**config.mk**
```make
export PLATFORM = sky130hd
export DESIGN_NAME = sigrd_top
export DESIGN_NICKNAME = d
export VERILOG_FILES = /design/src/rtl/sigrd_pkg.sv /design/src/rtl/sigrd_rom.sv /design/src/rtl/sigrd_rx.sv /design/src/rtl/sigrd_tx.sv /design/src/rtl/sigrd_top.sv
export SDC_FILE = /design/constraint.sdc
export NUM_CORES = 1
export LEC_CHECK = 0
export ABC_AREA = 1
export BUFFER_PORTS_ARGS = -buffer_cell sky130_fd_sc_hd__buf_4
export CAP_MARGIN = 20
export CORE_MARGIN = 1
export CORE_UTILIZATION = 56
export CTS_CLUSTER_SIZE = 30
export DETAILED_ROUTE_END_ITERATION = 16
export GPL_TIMING_DRIVEN = 0
export PLACE_DENSITY = 0.71
export RECOVER_POWER = 100
export SYNTH_ARGS = -nofsm -noshare
export SYNTH_HDL_FRONTEND = slang
export SYNTH_SLANG_ARGS = --single-unit
```
**constraint.sdc**
```tcl
create_clock -name clk -period 4.5 [get_ports clk]
set_input_delay 0.45 -clock clk [delete_from_list [all_inputs] [get_ports clk]]
set_output_delay 0.45 -clock clk [all_outputs]
set_load 0.02 [all_outputs]
```
**src/rtl/sigrd_pkg.sv**
```systemverilog
package sigrd_pkg;

  localparam int          FRAME_BITS  = 64;
  localparam logic [15:0] CRC_PRESET  = 16'hFFFF;
  localparam logic [15:0] CRC_RESIDUE = 16'h1D0F;
  localparam logic [15:0] CRC_POLY    = 16'h1021;

  typedef enum logic [2:0] {
    ST_READY   = 3'd0,
    ST_ARB     = 3'd1,
    ST_REPLY   = 3'd2,
    ST_ACK     = 3'd3,
    ST_OPEN    = 3'd4,
    ST_SECURED = 3'd5,
    ST_KILLED  = 3'd6
  } tag_state_e;

  typedef enum logic [2:0] {
    PH_IDLE = 3'd0,
    PH_HDR  = 3'd1,
    PH_BODY = 3'd2,
    PH_HDL  = 3'd3,
    PH_CRC  = 3'd4
  } tx_phase_e;

  typedef struct packed {
    logic        is_err;
    logic [7:0]  ptr;
    logic [7:0]  cnt;
    logic [15:0] handle;
  } reply_req_t;

  // One serial CRC-16 step, MSB-first data
  function automatic logic [15:0] crc_step(input logic [15:0] c, input logic b);
    logic fb;
    fb = c[15] ^ b;
    return {c[14:0], 1'b0} ^ (fb ? CRC_POLY : 16'h0000);
  endfunction

endpackage

```
**src/rtl/sigrd_rom.sv**
```systemverilog
module sigrd_rom #(
  parameter int          DEPTH = 24,
  parameter logic [15:0] SEED  = 16'hC35A
) (
  input  logic        clk,
  input  logic [7:0]  addr,
  output logic [15:0] q
);
  localparam int         AW    = (DEPTH > 1) ? $clog2(DEPTH) : 1;
  localparam logic [8:0] LIMIT = 9'(DEPTH);

  logic [15:0] rom_w [DEPTH];

  // Contents derived from the seed: word k = SEED ^ {k, k}
  for (genvar k = 0; k < DEPTH; k++) begin : g_word
    assign rom_w[k] = SEED ^ {8'(k), 8'(k)};
  end

  logic [AW-1:0] idx;
  always_comb idx = ({1'b0, addr} < LIMIT) ? addr[AW-1:0] : '0;

  // Registered read, no reset, so a block memory can be inferred
  always_ff @(posedge clk) q <= rom_w[idx];

endmodule

```
**src/rtl/sigrd_rx.sv**
```systemverilog
module sigrd_rx
  import sigrd_pkg::*;
#(
  parameter int          SIG_WORDS = 24,
  parameter logic [15:0] OPCODE    = 16'hE008
) (
  input  logic        clk,
  input  logic        rst,
  input  logic        rx_sof,
  input  logic        rx_valid,
  input  logic        rx_bit,
  input  logic        rx_eof,
  input  logic [2:0]  tag_state,
  input  logic [15:0] cur_handle,
  input  logic        busy,
  output logic [7:0]  ptr_q,
  output logic        launch,
  output reply_req_t  req,
  output logic        to_arb
);
  localparam logic [8:0] LIMIT   = 9'(SIG_WORDS);
  localparam logic [6:0] NB_FULL = 7'(FRAME_BITS);
  localparam logic [6:0] NB_PTR  = 7'd24;

  logic [FRAME_BITS-1:0] sr;
  logic [6:0]            nbits;
  logic                  in_frame;
  logic [15:0]           crc;

  // Frame capture and running CRC (preset at frame-sync)
  always_ff @(posedge clk) begin
    if (rst) begin
      sr       <= '0;
      nbits    <= '0;
      in_frame <= 1'b0;
      crc      <= CRC_PRESET;
      ptr_q    <= '0;
    end else begin
      if (rx_sof) begin
        in_frame <= 1'b1;
        nbits    <= '0;
        crc      <= CRC_PRESET;
      end else if (rx_valid && in_frame) begin
        sr  <= {sr[FRAME_BITS-2:0], rx_bit};
        crc <= crc_step(crc, rx_bit);
        if (nbits <= NB_FULL) nbits <= nbits + 7'd1;
      end else if (rx_eof) begin
        in_frame <= 1'b0;
      end
      // Early pointer capture lets the table read settle before the end strobe
      if (nbits == NB_PTR) ptr_q <= sr[7:0];
    end
  end

  logic [15:0] f_op, f_hdl;
  logic [7:0]  f_ptr, f_cnt;
  assign f_op  = sr[63:48];
  assign f_ptr = sr[47:40];
  assign f_cnt = sr[39:32];
  assign f_hdl = sr[31:16];

  tag_state_e st;
  assign st = tag_state_e'(tag_state);

  logic frame_ok, is_live, is_pre, range_bad;
  always_comb begin
    frame_ok  = rx_eof && in_frame && !rx_sof && (nbits == NB_FULL) &&
                (f_op == OPCODE) && (crc == CRC_RESIDUE) && !busy;
    is_live   = (st == ST_OPEN) || (st == ST_SECURED);
    is_pre    = st inside {ST_READY, ST_ARB, ST_REPLY, ST_ACK};
    range_bad = (f_cnt == 8'd0) || ({1'b0, f_ptr} >= LIMIT) ||
                (({1'b0, f_ptr} + {1'b0, f_cnt}) > LIMIT);
  end

  always_ff @(posedge clk) begin
    if (rst) begin
      launch <= 1'b0;
      to_arb <= 1'b0;
      req    <= '0;
    end else begin
      launch <= 1'b0;
      to_arb <= 1'b0;
      if (frame_ok) begin
        if (is_live && (f_hdl == cur_handle)) begin
          launch     <= 1'b1;
          req.is_err <= range_bad;
          req.ptr    <= f_ptr;
          req.cnt    <= f_cnt;
          req.handle <= f_hdl;
        end else if (is_pre) begin
          to_arb <= 1'b1;
        end
      end
    end
  end

  p_single_launch_r11: assert property (@(posedge clk) disable iff (rst)
    launch |=> !launch);
  p_reply_or_arb_r5: assert property (@(posedge clk) disable iff (rst)
    launch |-> !to_arb);
  p_killed_silent_r5: assert property (@(posedge clk) disable iff (rst)
    (rx_eof && tag_state == 3'd6) |=> (!launch && !to_arb));

endmodule

```
**src/rtl/sigrd_tx.sv**
```systemverilog
module sigrd_tx
  import sigrd_pkg::*;
#(
  parameter int         SIG_WORDS = 24,
  parameter logic [7:0] ERR_CODE  = 8'h03
) (
  input  logic        clk,
  input  logic        rst,
  input  logic        launch,
  input  reply_req_t  req,
  input  logic [15:0] rom_q,
  input  logic        tx_ready,
  output logic [7:0]  rd_ptr,
  output logic        busy,
  output logic        tx_bit,
  output logic        tx_valid,
  output logic        tx_done
);
  localparam logic [8:0] LIMIT = 9'(SIG_WORDS);

  tx_phase_e   phase;
  logic [15:0] sh;
  logic [3:0]  left;
  logic [3:0]  blen_m1;
  logic [7:0]  words;
  logic [15:0] crc, crc_nx, hdl;

  always_comb crc_nx = crc_step(crc, tx_bit);
  assign busy = (phase != PH_IDLE);

  always_ff @(posedge clk) begin
    if (rst) begin
      phase    <= PH_IDLE;
      sh       <= '0;
      left     <= '0;
      blen_m1  <= '0;
      words    <= '0;
      rd_ptr   <= '0;
      crc      <= CRC_PRESET;
      hdl      <= '0;
      tx_bit   <= 1'b0;
      tx_valid <= 1'b0;
      tx_done  <= 1'b0;
    end else begin
      tx_done <= 1'b0;
      if (phase == PH_IDLE) begin
        if (launch) begin
          phase    <= PH_HDR;
          tx_valid <= 1'b1;
          tx_bit   <= req.is_err;
          crc      <= CRC_PRESET;
          hdl      <= req.handle;
          if (req.is_err) begin
            sh      <= {ERR_CODE, 8'h00};
            blen_m1 <= 4'd7;
            words   <= 8'd0;
          end else begin
            sh      <= rom_q;
            blen_m1 <= 4'd15;
            words   <= req.cnt;
            rd_ptr  <= req.ptr + 8'd1;
          end
        end
      end else if (tx_ready) begin
        if (phase != PH_CRC) crc <= crc_nx;
        unique case (phase)
          PH_HDR: begin
            phase  <= PH_BODY;
            tx_bit <= sh[15];
            sh     <= {sh[14:0], 1'b0};
            left   <= blen_m1;
          end
          PH_BODY: begin
            if (left != 4'd0) begin
              tx_bit <= sh[15];
              sh     <= {sh[14:0], 1'b0};
              left   <= left - 4'd1;
            end else if (words > 8'd1) begin
              tx_bit <= rom_q[15];
              sh     <= {rom_q[14:0], 1'b0};
              left   <= 4'd15;
              words  <= words - 8'd1;
              rd_ptr <= rd_ptr + 8'd1;
            end else begin
              phase  <= PH_HDL;
              tx_bit <= hdl[15];
              sh     <= {hdl[14:0], 1'b0};
              left   <= 4'd15;
            end
          end
          PH_HDL: begin
            if (left != 4'd0) begin
              tx_bit <= sh[15];
              sh     <= {sh[14:0], 1'b0};
              left   <= left - 4'd1;
            end else begin
              phase  <= PH_CRC;
              tx_bit <= ~crc_nx[15];
              sh     <= {~crc_nx[14:0], 1'b0};
              left   <= 4'd15;
            end
          end
          PH_CRC: begin
            if (left != 4'd0) begin
              tx_bit <= sh[15];
              sh     <= {sh[14:0], 1'b0};
              left   <= left - 4'd1;
            end else begin
              phase    <= PH_IDLE;
              tx_valid <= 1'b0;
              tx_done  <= 1'b1;
            end
          end
          default: phase <= PH_IDLE;
        endcase
      end
    end
  end

  p_hold_bit_r9: assert property (@(posedge clk) disable iff (rst)
    (tx_valid && !tx_ready) |=> (tx_valid && $stable(tx_bit)));
  p_done_pulse_r10: assert property (@(posedge clk) disable iff (rst)
    tx_done |=> !tx_done);
  p_done_ends_r10: assert property (@(posedge clk) disable iff (rst)
    tx_done |-> (!tx_valid && $past(tx_valid)));
  p_launch_idle_r11: assert property (@(posedge clk) disable iff (rst)
    launch |-> (phase == PH_IDLE));
  p_rom_in_range_r12: assert property (@(posedge clk) disable iff (rst)
    (phase == PH_BODY && words > 8'd1) |-> ({1'b0, rd_ptr} < LIMIT));

endmodule

```
**src/rtl/sigrd_top.sv**
```systemverilog
module sigrd_top
  import sigrd_pkg::*;
#(
  parameter int          SIG_WORDS = 24,
  parameter logic [15:0] SIG_SEED  = 16'hC35A,
  parameter logic [15:0] OPCODE    = 16'hE008,
  parameter logic [7:0]  ERR_CODE  = 8'h03
) (
  input  logic        clk,
  input  logic        rst,
  input  logic        rx_sof,
  input  logic        rx_valid,
  input  logic        rx_bit,
  input  logic        rx_eof,
  input  logic [2:0]  tag_state,
  input  logic [15:0] cur_handle,
  input  logic        tx_ready,
  output logic        tx_bit,
  output logic        tx_valid,
  output logic        tx_done,
  output logic        to_arbitrate
);
  logic [7:0]  ptr_q, rd_ptr, rom_addr;
  logic [15:0] rom_q;
  logic        launch, tx_busy, rx_busy;
  reply_req_t  req;

  assign rx_busy  = tx_busy || launch;
  assign rom_addr = tx_busy ? rd_ptr : ptr_q;

  sigrd_rx #(.SIG_WORDS(SIG_WORDS), .OPCODE(OPCODE)) u_rx (
    .clk(clk), .rst(rst),
    .rx_sof(rx_sof), .rx_valid(rx_valid), .rx_bit(rx_bit), .rx_eof(rx_eof),
    .tag_state(tag_state), .cur_handle(cur_handle), .busy(rx_busy),
    .ptr_q(ptr_q), .launch(launch), .req(req), .to_arb(to_arbitrate)
  );

  sigrd_rom #(.DEPTH(SIG_WORDS), .SEED(SIG_SEED)) u_rom (
    .clk(clk), .addr(rom_addr), .q(rom_q)
  );

  sigrd_tx #(.SIG_WORDS(SIG_WORDS), .ERR_CODE(ERR_CODE)) u_tx (
    .clk(clk), .rst(rst), .launch(launch), .req(req), .rom_q(rom_q),
    .tx_ready(tx_ready), .rd_ptr(rd_ptr), .busy(tx_busy),
    .tx_bit(tx_bit), .tx_valid(tx_valid), .tx_done(tx_done)
  );

  p_reply_follows_r9: assert property (@(posedge clk) disable iff (rst)
    launch |=> tx_valid);
  p_quiet_in_reset_r1: assert property (@(posedge clk)
    rst |=> (!tx_valid && !tx_done && !to_arbitrate));

endmodule

```
# After elaboration in Yosys (flattened, before gate mapping)
# Memory sizes are Yosys's and may differ from the RTL's. A register that Yosys moved wholly into a read port is not among the register bits.
# Cells that the tools add are included.
# totals
ff_bits	209
mem_bits_ro	512
n_memories	1
# mem_list
memory	words	width	read_ports	rd_ports_with_merged_regs	write_ports	line	source
(name not given)	32	16	1	1	0	sigrd_rom.sv:23	always_ff @(posedge clk) q <= rom_w[idx];
# classes
n_reduce_logical	45
magnitude_cmp	5
muxes	62
bitwise	12
add_sub_neg	6
n_eq_ne	25
# op_table
operator	count
2-to-1 mux 16 bit	12
2-to-1 mux 8 bit	15
case mux 16 bit (4 select lines)	1
XOR 16 bit	2
2-to-1 mux 13 bit	2
2-to-1 mux 3 bit	7
2-to-1 mux 1 bit	18
adder 8 x 1 -> 8 bit, second input constant	2
== test 16 x 13 -> 1 bit, second input constant	1
== test 16 bit	1
== test 16 bit, second input constant	1
inverter 15 bit	1
== test 3 x 2 -> 1 bit, second input constant	4
2-to-1 mux 4 bit	3
!= test 3 x 2 -> 1 bit, second input constant	4
case mux 3 bit (4 select lines)	1
case mux 4 bit (3 select lines)	1
AND reduction 4 bit	3
AND reduction 6 bit	2
nonzero test 2 bit	6
AND reduction 2 bit	5
adder 8 x 8 -> 9 bit	1
== test 3 bit, second input constant	3
> comparator 9 x 5 -> 1 bit, second input constant	1
32 further kinds	58

# Logic depth before layout (Yosys ltp)
# Gate-level depths: netlist of the first run.
# depth
word_depth	8
mapped_depth	14

# Modules after synthesis
# From an unflattened synthesis of the first run, not the netlist that was laid out.
# unflattened
cells_unflattened	1592
area_unflattened_um2	10754.1
# modules_own_cells
mod	cells_each	seq_area_each_um2	n_inst	area_per_inst_um2
sigrd_rx	863	2622.5	1	6022.0
sigrd_tx	668	1521.5	1	4309.1
sigrd_rom	34	160.2	1	311.5
sigrd_top	27	0.0	1	111.4

# Worst setup path after synthesis of the first run
# No wires, ideal clock.
# synth_timing
path_kind	register to register
startpoint	register u_tx.phase[0]
endpoint	register u_tx.rd_ptr[6]
stages_incl_launch_ff	15
path_buffers	1
arrival_ps	1666
slack_ps	2725
path_cell_list	dfxtp_1 -> nor2_4 -> nand2_4 -> buf_4 -> nand2_1 -> o21ai_0 -> inv_1 -> ha_1 -> nand3_1 -> nor2_1 -> nand2_1 -> nand2_1 -> nand3_1 -> nand2_1 -> inv_1
# synth_via
elab_chain_len	3
# synth_rtl
element	line	source
start, declared	sigrd_tx.sv:21	tx_phase_e phase;
start signal, assigned	sigrd_tx.sv:33	phase <= PH_IDLE;
start signal, assigned	sigrd_tx.sv:48	phase <= PH_HDR;
start signal, assigned	sigrd_tx.sv:68	phase <= PH_BODY;
logical NOT 3 bit / == test 3 x 2 -> 1 bit (equally long branches)	sigrd_tx.sv:46, sigrd_tx.sv:66	
!= test 2 bit (no line), or another cell as far along	n/a	
AND reduction 6 bit (no line)	n/a	
end signal, assigned	sigrd_tx.sv:61	rd_ptr <= req.ptr + 8'd1;
end signal, assigned	sigrd_tx.sv:83	rd_ptr <= rd_ptr + 8'd1;
end, declared	sigrd_tx.sv:13	output logic [7:0] rd_ptr,
# Parallel ways exist; a longest one is shown, timed or not.
# A chain may end at the register's enable or synchronous reset.

# Worst setup path in the final report of the first run
# layout_timing
startpoint	register u_tx.phase[0]
endpoint	register u_tx.sh[7]
# layout_via
elab_chain_len	4
# layout_rtl
element	line	source
== test 3 bit, or another cell as far along	sigrd_tx.sv:66	unique case (phase)
case mux 16 bit (4 select lines)	sigrd_tx.sv:66	
2-to-1 mux 16 bit	sigrd_tx.sv:64	end else if (tx_ready) begin
2-to-1 mux 16 bit	sigrd_tx.sv:46	if (phase == PH_IDLE) begin
end signal, assigned	sigrd_tx.sv:54	sh <= {ERR_CODE, 8'h00};
end signal, assigned	sigrd_tx.sv:70	sh <= {sh[14:0], 1'b0};
end signal, assigned	sigrd_tx.sv:76	sh <= {sh[14:0], 1'b0};
end, declared	sigrd_tx.sv:22	logic [15:0] sh;
# Parallel ways exist; a longest one is shown, timed or not. The select of a mux whose other input is x is not followed.

==> qor.yml, run 1 <==
timing:
  tns_ps: 0
  slew_viol_final: 0
  post-route-min-period_ps: 3180
  finalSetupViolations: 0
  clock_skew_ps: 11.54
  fmax_ghz: 0.3145
  maxSlewHeadroom: 0.3939
  fin_hold_ws_ps: 152.4
  rsz0062_at_grt: "false"
  period_share: 0.7066
  finalHoldViolCount: 0
  tightest_slew_ps: 899.6
power_and_ir_drop:
  total_power_uw: 5678
  p_int_uw: 3706
  ir_drop_v: 0.0003873
  power.leakage_uw: 0.004820
  combPwrFrac: 0.271
  power.density_nw_per_um2: 510.4
  p_seq_frac: 0.386
  power_frac_clock: 0.343
  switching_share: 0.3473
  p_switching_uw: 1972
die:
  dieHeight_um: 135.3
  core_um2: 17300
  die_area_um2: 18300
  rows: 48
  io-pin-count: 30
  die_w_um: 135.3
  start_util: 0.5749
critical_path:
  start_kind: "register"
  required_ps: 4950
  worstPathMaxFanout: 10
  endpoint_kind: "register"
  path_class: "register to register"
  critPathArrivalTime_ps: 3630
detailed_routing:
  dr.pass1.iters: 5
  via_per_inst: 5.440
  drc: 0
  drt_wl_total_mm: 26.78
  vias: 9416
  detail_route.wl_per_cell_um: 15.47
  ant_nets: 0
  drt_iter0_drc: 724
global_routing:
  gr-total-overflow: 0
  antenna_found_initial: 0
  first_global_vias: 8520
  grt_pass1_wl_mm: 43.29
  track_usage: 0.2979
  grt_max_degree: 14
synth:
  synth_top_family_by_area: "simple AND/OR/NAND/NOR gates"
  yosysTopAreaCell: "dfxtp_1"
  synth_adder_area_share: 0.02089
  synth.area.top_cells: "dfxtp_1 43%, nand2_1 12%, nor2_1 7.4%, o21ai_0 6.9%, a21oi_1 6.6%"
  synth_edf_count: 0
  avgSynthCellArea_um2: 6.925
  synthMuxAreaShare: 0
  yosysSeqAreaShare: 0.4328
  yosysMostFrequentCell: "nand2_1"
  yosys.area.top_type_share: 0.4328
  synth-seq-cells: 215
  synthSimpleGateAreaFrac: 0.2606
  synth_flop_cell: "dfxtp_1"
  yosys_warnings: 0
  synth_nets: 1478
  synth_cell_type_count: 43
  syn_inst: 1436
  syn-cell-area_um2: 9945
  async_flop_share: 0
  synth_commonest_cells: "323 x nand2_1, 215 x dfxtp_1, 197 x nor2_1, 151 x inv_1, 137 x o21ai_0"
  synthXorXnorAreaFrac: 0.01673
  synth_compound_area_frac: 0.1778
clock_network:
  insertion_delay_ps: 520
  clock_sinks: 215
  clockRootBuffer: "clkbuf_16"
  clock_path_buffers: 3
  numCtsBuffers: 24
  holdBufCountCts: 0
  htree_levels: 1
  cts_tree: "yes"
  post-cts-setup-buffers: 0
  cts_resized: 0
  clkTransAtPathRegs_ps: 60
placement:
  routabilityCongestion: 0.9175
  hpwlAfterDp_mm: 19.67
  portBuffers: 27
finish:
  drive_above_1_share: 0.05046
  antennaDiodeCount: 0
  n_fill_cell: 1634
  final_core_util: 0.6432
  finalNetCount: 1531
  area_growth_pct: 11.86
flow_run:
  max_cap_viol_count: 0
run_status:
  status: "finished clean"
hold_path:
  hold_path.class: "input pin to register"
final timing paths:
check            startpoint        endpoint  slack (ps)  cells past startpoint
min            tag_state[2]     u_rx.to_arb         150                      2
min reg2reg  u_tx.rd_ptr[0]  u_tx.rd_ptr[0]         460                      2
max           u_tx.phase[0]      u_tx.sh[7]        1320                     10
max reg2reg   u_tx.phase[0]      u_tx.sh[7]        1320                     10
worst max-delay path, stage by stage (launching register included):
cell and delay [ps]:
dfxtp_1 440, nor2_1 150, nand2_4 100, inv_1 70
clkbuf_1 300, o21ai_0 810, nand2_1 360, inv_1 360
buf_2 280, o21ai_0 100, a21oi_1 140
final cells by class:
| class | count | area, um2 | area share |
|---|---|---|---|
| multi-input combinational | 996 | 4702 | 0.4227 |
| sequential | 215 | 4304 | 0.3869 |
| inverter | 158 | 593.1 | 0.05331 |
| clock buffer | 33 | 675.6 | 0.06074 |
| timing repair buffer | 27 | 187.7 | 0.01687 |
| buffer | 67 | 274.0 | 0.02463 |
| tap | 225 | 281.5 | 0.02531 |
| clock inverter | 10 | 106.4 | 0.009560 |
state kept, by name (all words and copies together), names as in the netlist, 3 cells and up:
| register | count |
|---|---|
| u_rom.q | 8 |
| u_rx.crc | 16 |
| u_rx.nbits | 7 |
| u_rx.ptr_q | 8 |
| u_rx.req | 33 |
| u_rx.sr | 64 |
| u_tx.crc | 16 |
| u_tx.hdl | 16 |
| u_tx.left | 4 |
| u_tx.phase | 3 |
| u_tx.rd_ptr | 8 |
| u_tx.sh | 16 |
| u_tx.words | 8 |
placed cells by master (no fill, tap or decap), types with 2 or more instances in the layout:
cell type,count
a22o_1,2
inv_2,3
inv_1,154
clkinv_2,6
buf_6,2
o21ai_0,143
a31oi_1,2
nor3b_1,2
o21ai_2,2
clkbuf_16,25
buf_2,3
dfxtp_1,215
o211ai_1,29
nand3_1,68
xnor2_1,11
xor2_1,8
nor4_1,2
a211oi_1,5
a21oi_1,131
ha_1,15
or2_2,3
nor3_1,19
o21a_1,3
nand3b_1,3
buf_4,24
clkbuf_1,63
clkbuf_8,2
nand2_1,325
buf_1,8
nand4_1,11
o21ai_1,4
bufinv_16,2
nor2_1,199
routing by layer:
metal  routed length [um]  vias to the layer above  global-route usage
met4                  703                        0             0.08864
met3                 1728                       55             0.04863
met5                    0                        -                   0
met1                12560                     4340              0.4165
met2                11790                      262              0.4704
li1                     -                     4759                   -
power groups by stage:
stage | Clock (uW) | Combinational, uW | Sequential (uW)
after floorplan | 0 | 1140 | 2200
after detailed placement | 0 | 1540 | 2230
final | 1950 | 1540 | 2190
after global placement | 0 | 1520 | 2230
after global routing | 2040 | 1720 | 2210
after CTS | 1970 | 1550 | 2190
per-stage QoR:
step	std cells	worst slack, ps	area [um2]
4_1_cts	1731	2128	11210
3_3_place_gp	1688	2055	10430
3_5_place_dp	1688	2091	10430
5_1_grt	1731	1115	11120
2_1_floorplan	1436	2725	9945
6_report	1731	1320	11120
logic make-up after synthesis:
kind of cell / Yosys count
xor gates and xnor gates: 19
buffers and inverters: 225
adders and majority gates: 16
AOI/OAI and AO/OA: 326
DFF: 215
and+or+nand+nor: 635
Note: power is estimated with default switching activity, not from simulation.
==> run 2, diff against run 1 <==
- clock period: 4.5 -> 3.3 ns (I/O delays scaled with it)
==> run 2 against run 1 <==
Net effect: clock skew about the same; total power rose by 37%; final cell count is the same; non-clock buffer count unchanged; hold slack got worse by 120 ps; combinational power increased by 37%; maximum frequency grew 16%; first-iteration DRC count increased by 8.8%; global-route usage stayed put; critical path depth grew 3; worst setup slack worse by 760 ps.
==> qor.yml, run 2 (synthesis results as in run 1) <==
critical_path:
  start_kind: "register"
  required_ps: 3700  # -1250 ps
  path_buf_inv: 4  # unchanged
  worstPathMaxFanout: 10  # unchanged
  path_class: "register to register"
  cpMostUsedCell: "nor2_1"
  critPathSlowestCell: "clkbuf_1"
  rrSetupSlack_ps: 560  # -760 ps
  worstPathCellList: "nor2_1, nand2_4, inv_1, buf_6, nand3_1, nor2_1, nand3_1, nor2_1, clkbuf_1, clkbuf_1, nand2_1, nand2_1, nor2_1"
  crit_family: "simple AND/OR/NAND/NOR gates"
  critPathMaxStageDelay_ps: 410  # -400 ps
  endpoint_kind: "register"
  critPathArrivalTime_ps: 3140  # -490 ps
die:
  io-pin-count: 30  # unchanged
  rows: 48  # unchanged
  start_util: 0.5749  # unchanged
  dieHeight_um: 135.3  # unchanged
  core_um2: 17300  # unchanged
  die_area_um2: 18300  # unchanged
  die_w_um: 135.3  # unchanged
detailed_routing:
  ant_nets: 0  # unchanged
  detail_route.wl_per_cell_um: 15.46  # about the same
  dr.pass1.iters: 6  # +1
  drt_iter0_drc: 788  # +8.8%
  vias: 9382  # -0.36%
  drt_wl_total_mm: 26.76  # about the same
  via_per_inst: 5.420  # -0.36%
  drc: 0  # unchanged
timing:
  tns_ps: 0  # unchanged
  post-route-min-period_ps: 2738  # -441.6 ps
  rsz0062_at_grt: "false"
  fin_hold_ws_ps: 32.33  # -120.1 ps
  finalSetupViolations: 0  # unchanged
  fmax_ghz: 0.3652  # +16%
  slew_viol_final: 0  # unchanged
  period_share: 0.8298  # +0.1231
  fin_ws_ps: 561.7  # -758.4 ps
  clock_skew_ps: 11.93  # +0.3905 ps
  maxSlewHeadroom: 0.4582  # +0.06429
  finalHoldViolCount: 0  # unchanged
  tightest_slew_ps: 812.7  # -86.92 ps
clock_network:
  holdBufCountCts: 0  # unchanged
  post-cts-setup-buffers: 0  # unchanged
  insertion_delay_ps: 520  # about the same
  cts_resized: 0  # unchanged
  clock_sinks: 215  # unchanged
  clock_path_buffers: 3  # unchanged
  htree_levels: 1  # unchanged
  clockRootBuffer: "clkbuf_16"
  cts_tree: "yes"
  clkTransAtPathRegs_ps: 60  # about the same
  numCtsBuffers: 24  # unchanged
placement:
  portBuffers: 27  # unchanged
  routabilityCongestion: 0.9175  # unchanged
  place_ws_ps: 937.8  # -1153 ps
  post_dp_cell_area_um2: 10430  # unchanged
  hpwlAfterDp_mm: 19.67  # unchanged
finish:
  area_growth_pct: 12.00
  most-common-layout-cells: "324 x nand2_1, 215 x dfxtp_1, 199 x nor2_1"
  antennaDiodeCount: 0  # unchanged
  finalNetCount: 1531  # unchanged
  reg_top3: "u_rx.sr: 64 flops, u_rx.req: 33 flops"
  finalInstanceArea_um2: 11140  # +0.12%
  layout_commonest_cell: "nand2_1"
  final_core_util: 0.6440  # +0.0007960
  regMostFlops: "u_rx.sr"
  largest_reg_flops: 64  # unchanged
  drive_above_1_share: 0.05113  # +0.0006640
power_and_ir_drop:
  ir_drop_v: 0.0005284  # +36%
  power.density_nw_per_um2: 696.6  # +36%
  power.leakage_uw: 0.004814  # -0.14%
global_routing:
  grt_pass1_wl_mm: 43.29  # unchanged
  track_usage: 0.2979  # unchanged
  gr-total-overflow: 0  # unchanged
  grt_max_degree: 14  # unchanged
  antenna_found_initial: 0  # unchanged
  first_global_vias: 8520  # unchanged
run_status:
  status: "finished clean"
hold_path:
  hold_path.class: "input pin to register"
flow_run:
  max_cap_viol_count: 0  # unchanged
==> run 2: layer usage <==
layer / routed length [um] / part of all wire / up-vias / global-route usage
li1: - / - / 4759 / -
met1: 12650 / 0.47 / 4321 / 0.4165
met2: 11820 / 0.44 / 250 / 0.4704
met3: 1594 / 0.060 / 52 / 0.04863
met4: 690 / 0.026 / 0 / 0.08864
met5: 0 / 0 / - / 0
==> run 2: final timing paths <==
| check | startpoint | to | cells past startpoint |
|---|---|---|---|
| max | u_tx.phase[0] | u_rx.req[29] | 13 |
| min reg2reg | u_tx.rd_ptr[0] | u_tx.rd_ptr[0] | 2 |
| min | tag_state[2] | u_rx.to_arb | 2 |
| max reg2reg | u_tx.phase[0] | u_rx.req[29] | 13 |
==> run 2: area by class of cell <==
cell class,instances,area (um2)
Multi-Input combinational cell,996,4716
Clock inverter,10,106.4
Buffer,67,274.0
Clock buffer,33,675.6
Timing Repair Buffer,27,187.7
Fill cell,1631,6158
Inverter,158,593.1
Tap cell,225,281.5
Sequential cell,215,4304
==> run 2: metrics by stage <==
step,std cells,power (uW)
final,1731,7759
after global routing,1731,8154
after CTS,1731,7784
after detailed placement,1688,5139
after global placement,1688,5107
after floorplan,1436,4556
==> run 2: power breakdown <==
part           switching (uW)  internal, uW
clock network            1070          1590
registers                 150          2840
logic                    1470           635
total                    2700          5060
==> run 3, diff against run 2 <==
- PLACE_DENSITY: 0.71 -> 0.74
- clock period: 3.3 -> 2.4 ns (I/O delays scaled with it)
==> run 3 against run 2 <==
Net effect: sequential cell count stayed put; non-clock buffer count up 3; critical path depth down 3; core utilization rose by 0.21 points; clock power is 30% higher; design area up 0.33%; maximum frequency grew 22%; sequential power is 37% higher; worst setup slack lost 400 ps; register-to-register slack got worse by 400 ps; clock skew down 1.9 ps.
==> qor.yml, run 3 (synthesis results as in run 1) <==
run_status:
  status: "finished clean"
hold_path:
  holdPathEnd: "u_rx.in_frame"
  hold_path_startpoint: "rx_valid"
  hold_path.class: "input pin to register"
  min_path_cells: 3  # +1
power_and_ir_drop:
  power_frac_clock: 0.330  # -0.013
  switching_share: 0.3537  # +0.005928
  total_power_uw: 10530  # +36%
  ir_drop_v: 0.0007437  # +41%
  combPwrFrac: 0.280  # +0.008
  power.density_nw_per_um2: 942.8  # +35%
  p_switching_uw: 3727  # +38%
  p_int_uw: 6808  # +35%
  power.leakage_uw: 0.004848  # +0.73%
  p_seq_frac: 0.390  # +0.005
timing:
  clock_skew_ps: 10.01  # -1.917 ps
  maxSlewHeadroom: 0.4446  # -0.01360
  fmax_ghz: 0.4459  # +22%
  post-route-min-period_ps: 2243  # -495.6 ps
  tns_ps: 0  # unchanged
  finalHoldViolCount: 0  # unchanged
  tightest_slew_ps: 833.1  # +20.40 ps
  slew_viol_final: 0  # unchanged
  finalSetupViolations: 0  # unchanged
  rsz0062_at_grt: "true"
  period_share: 0.9345  # +0.1047
critical_path:
  ff2ff_path_depth: 10  # -3
  start_kind: "register"
  endpoint_kind: "register"
  critPathArrivalTime_ps: 2620  # -520 ps
  r2r-end: "u_tx.sh[15]"
  rrSetupSlack_ps: 160  # -400 ps
  path_class: "register to register"
  worstPathMaxFanout: 10  # unchanged
  required_ps: 2770  # -930 ps
  regToRegStartpoint: "u_tx.left[0]"
placement:
  hpwlAfterDp_mm: 19.51  # -0.83%
  routabilityCongestion: 0.9558  # +4.2%
  dp.cells: 1688  # unchanged
  portBuffers: 27  # unchanged
  post_dp_cell_area_um2: 10430  # unchanged
clock_network:
  numCtsBuffers: 23  # -4.2%
  insertion_delay_ps: 530  # about the same
  clock_path_buffers: 3  # unchanged
  cts_tree: "yes"
  htree_levels: 1  # unchanged
  clockRootBuffer: "clkbuf_16"
  clkTransAtPathRegs_ps: 60  # about the same
  clock_sinks: 215  # unchanged
die:
  die_w_um: 135.3  # unchanged
  io-pin-count: 30  # unchanged
  dieHeight_um: 135.3  # unchanged
  rows: 48  # unchanged
  die_area_um2: 18300  # unchanged
  core_um2: 17300  # unchanged
  start_util: 0.5749  # unchanged
global_routing:
  antenna_found_initial: 1  # +1
  gr-total-overflow: 0  # unchanged
  grt_max_degree: 14  # unchanged
  track_usage: 0.3000  # +0.002148
  first_global_vias: 8813  # +3.4%
  grt_pass1_wl_mm: 43.71  # +0.97%
finish:
  n_fill_cell: 1597  # -2.1%
  multi_input_area_um2: 4737  # +0.45%
  final_core_util: 0.6461  # +0.002097
  regMostFlops: "u_rx.sr"
  layout_commonest_cell: "nand2_1"
  largest_reg_flops: 64  # unchanged
  most-common-layout-cells: "325 x nand2_1, 215 x dfxtp_1, 197 x nor2_1"
  reg_top3: "u_rx.sr: 64 flops, u_rx.req: 33 flops"
  area_growth_pct: 12.37
  final-seq-area_um2: 4304  # unchanged
  drive_above_1_share: 0.06308  # +0.01195
  finalNetCount: 1533  # +0.13%
  layout.cells.non_filler: 1732  # +0.058%
  finalInstanceArea_um2: 11170  # +0.33%
detailed_routing:
  ant_nets: 0  # unchanged
  drt_wl_total_mm: 26.48  # -1.0%
  dr.pass1.iters: 7  # +1
  drc: 0  # unchanged
  vias: 9447  # +0.69%
  drt_iter0_drc: 704  # -11%
  via_per_inst: 5.454  # +0.63%
  detail_route.wl_per_cell_um: 15.29  # -1.1%
flow_run:
  max_cap_viol_count: 0  # unchanged
run 3: worst max path at each step:
stage | start | to | slack [ps]
2_1_floorplan | u_tx.phase[0] | u_tx.rd_ptr[6] | 620
3_3_place_gp | u_tx.left[0] | u_tx.sh[15] | 40
3_5_place_dp | u_tx.left[0] | u_tx.sh[15] | 7
4_1_cts | u_tx.words[0] | u_tx.phase[1] | 160
5_1_grt | u_tx.words[0] | u_tx.sh[11] | -10
6_report | u_tx.left[0] | u_tx.sh[15] | 160
run 3: power by group through the flow:
| stage | clock, uW | combinational [uW] | sequential (uW) |
|---|---|---|---|
| 2_1_floorplan | 0 | 2140 | 4120 |
| 3_3_place_gp | 0 | 2840 | 4170 |
| 3_5_place_dp | 0 | 2880 | 4180 |
| 4_1_cts | 3510 | 2920 | 4110 |
| 5_1_grt | 3660 | 3340 | 4140 |
| 6_report | 3470 | 2950 | 4110 |
run 3: routing by layer:
layer | vias up | wire length (um) | GRT usage
met2 | 279 | 12010 | 0.4792
li1 | 4767 | - | -
met5 | - | 0 | 0
met3 | 63 | 1442 | 0.04564
met1 | 4338 | 12330 | 0.4174
met4 | 0 | 704 | 0.08864
run 3: final cells by class:
| class | count | share of cell area |
|---|---|---|
| Antenna cell | 1 | 0.0002239 |
| Buffer | 67 | 0.02754 |
| Clock buffer | 29 | 0.05710 |
| Clock inverter | 11 | 0.008958 |
| Inverter | 158 | 0.05307 |
| Multi-Input combinational cell | 996 | 0.4239 |
| Sequential cell | 215 | 0.3852 |
| Tap cell | 225 | 0.02519 |
| Timing Repair Buffer | 30 | 0.01881 |
run 3: worst max-delay path: stages (launching register included):
cell and delay (ps):
dfxtp_1 320, inv_1 90, ha_1 150, nand2_1 250, nor2_2 430, inv_1 200, buf_2 260, a21oi_1 150
o211ai_1 110, nand2_1 80, a21oi_1 60
run 3: what timing repair did:
| item | in CTS | in global routing |
|---|---|---|
| pin swaps | 0 | 0 |
| hold buffers | 3 | 0 |
| gates resized for setup | 1 | 5 |
| endpoints found under the setup margin | 1 | 10 |
| hold endpoints to repair | 3 | 0 |
| buffers inserted | 0 | 0 |
run 3: through the flow:
step                      hold slack (ps)  worst slack [ps]
after floorplan                     316.8             624.6
after global placement              440.9             40.73
after detailed placement            444.6             6.869
after CTS                           22.72             163.8
after global routing                24.47            -13.35
final                               29.36             157.3
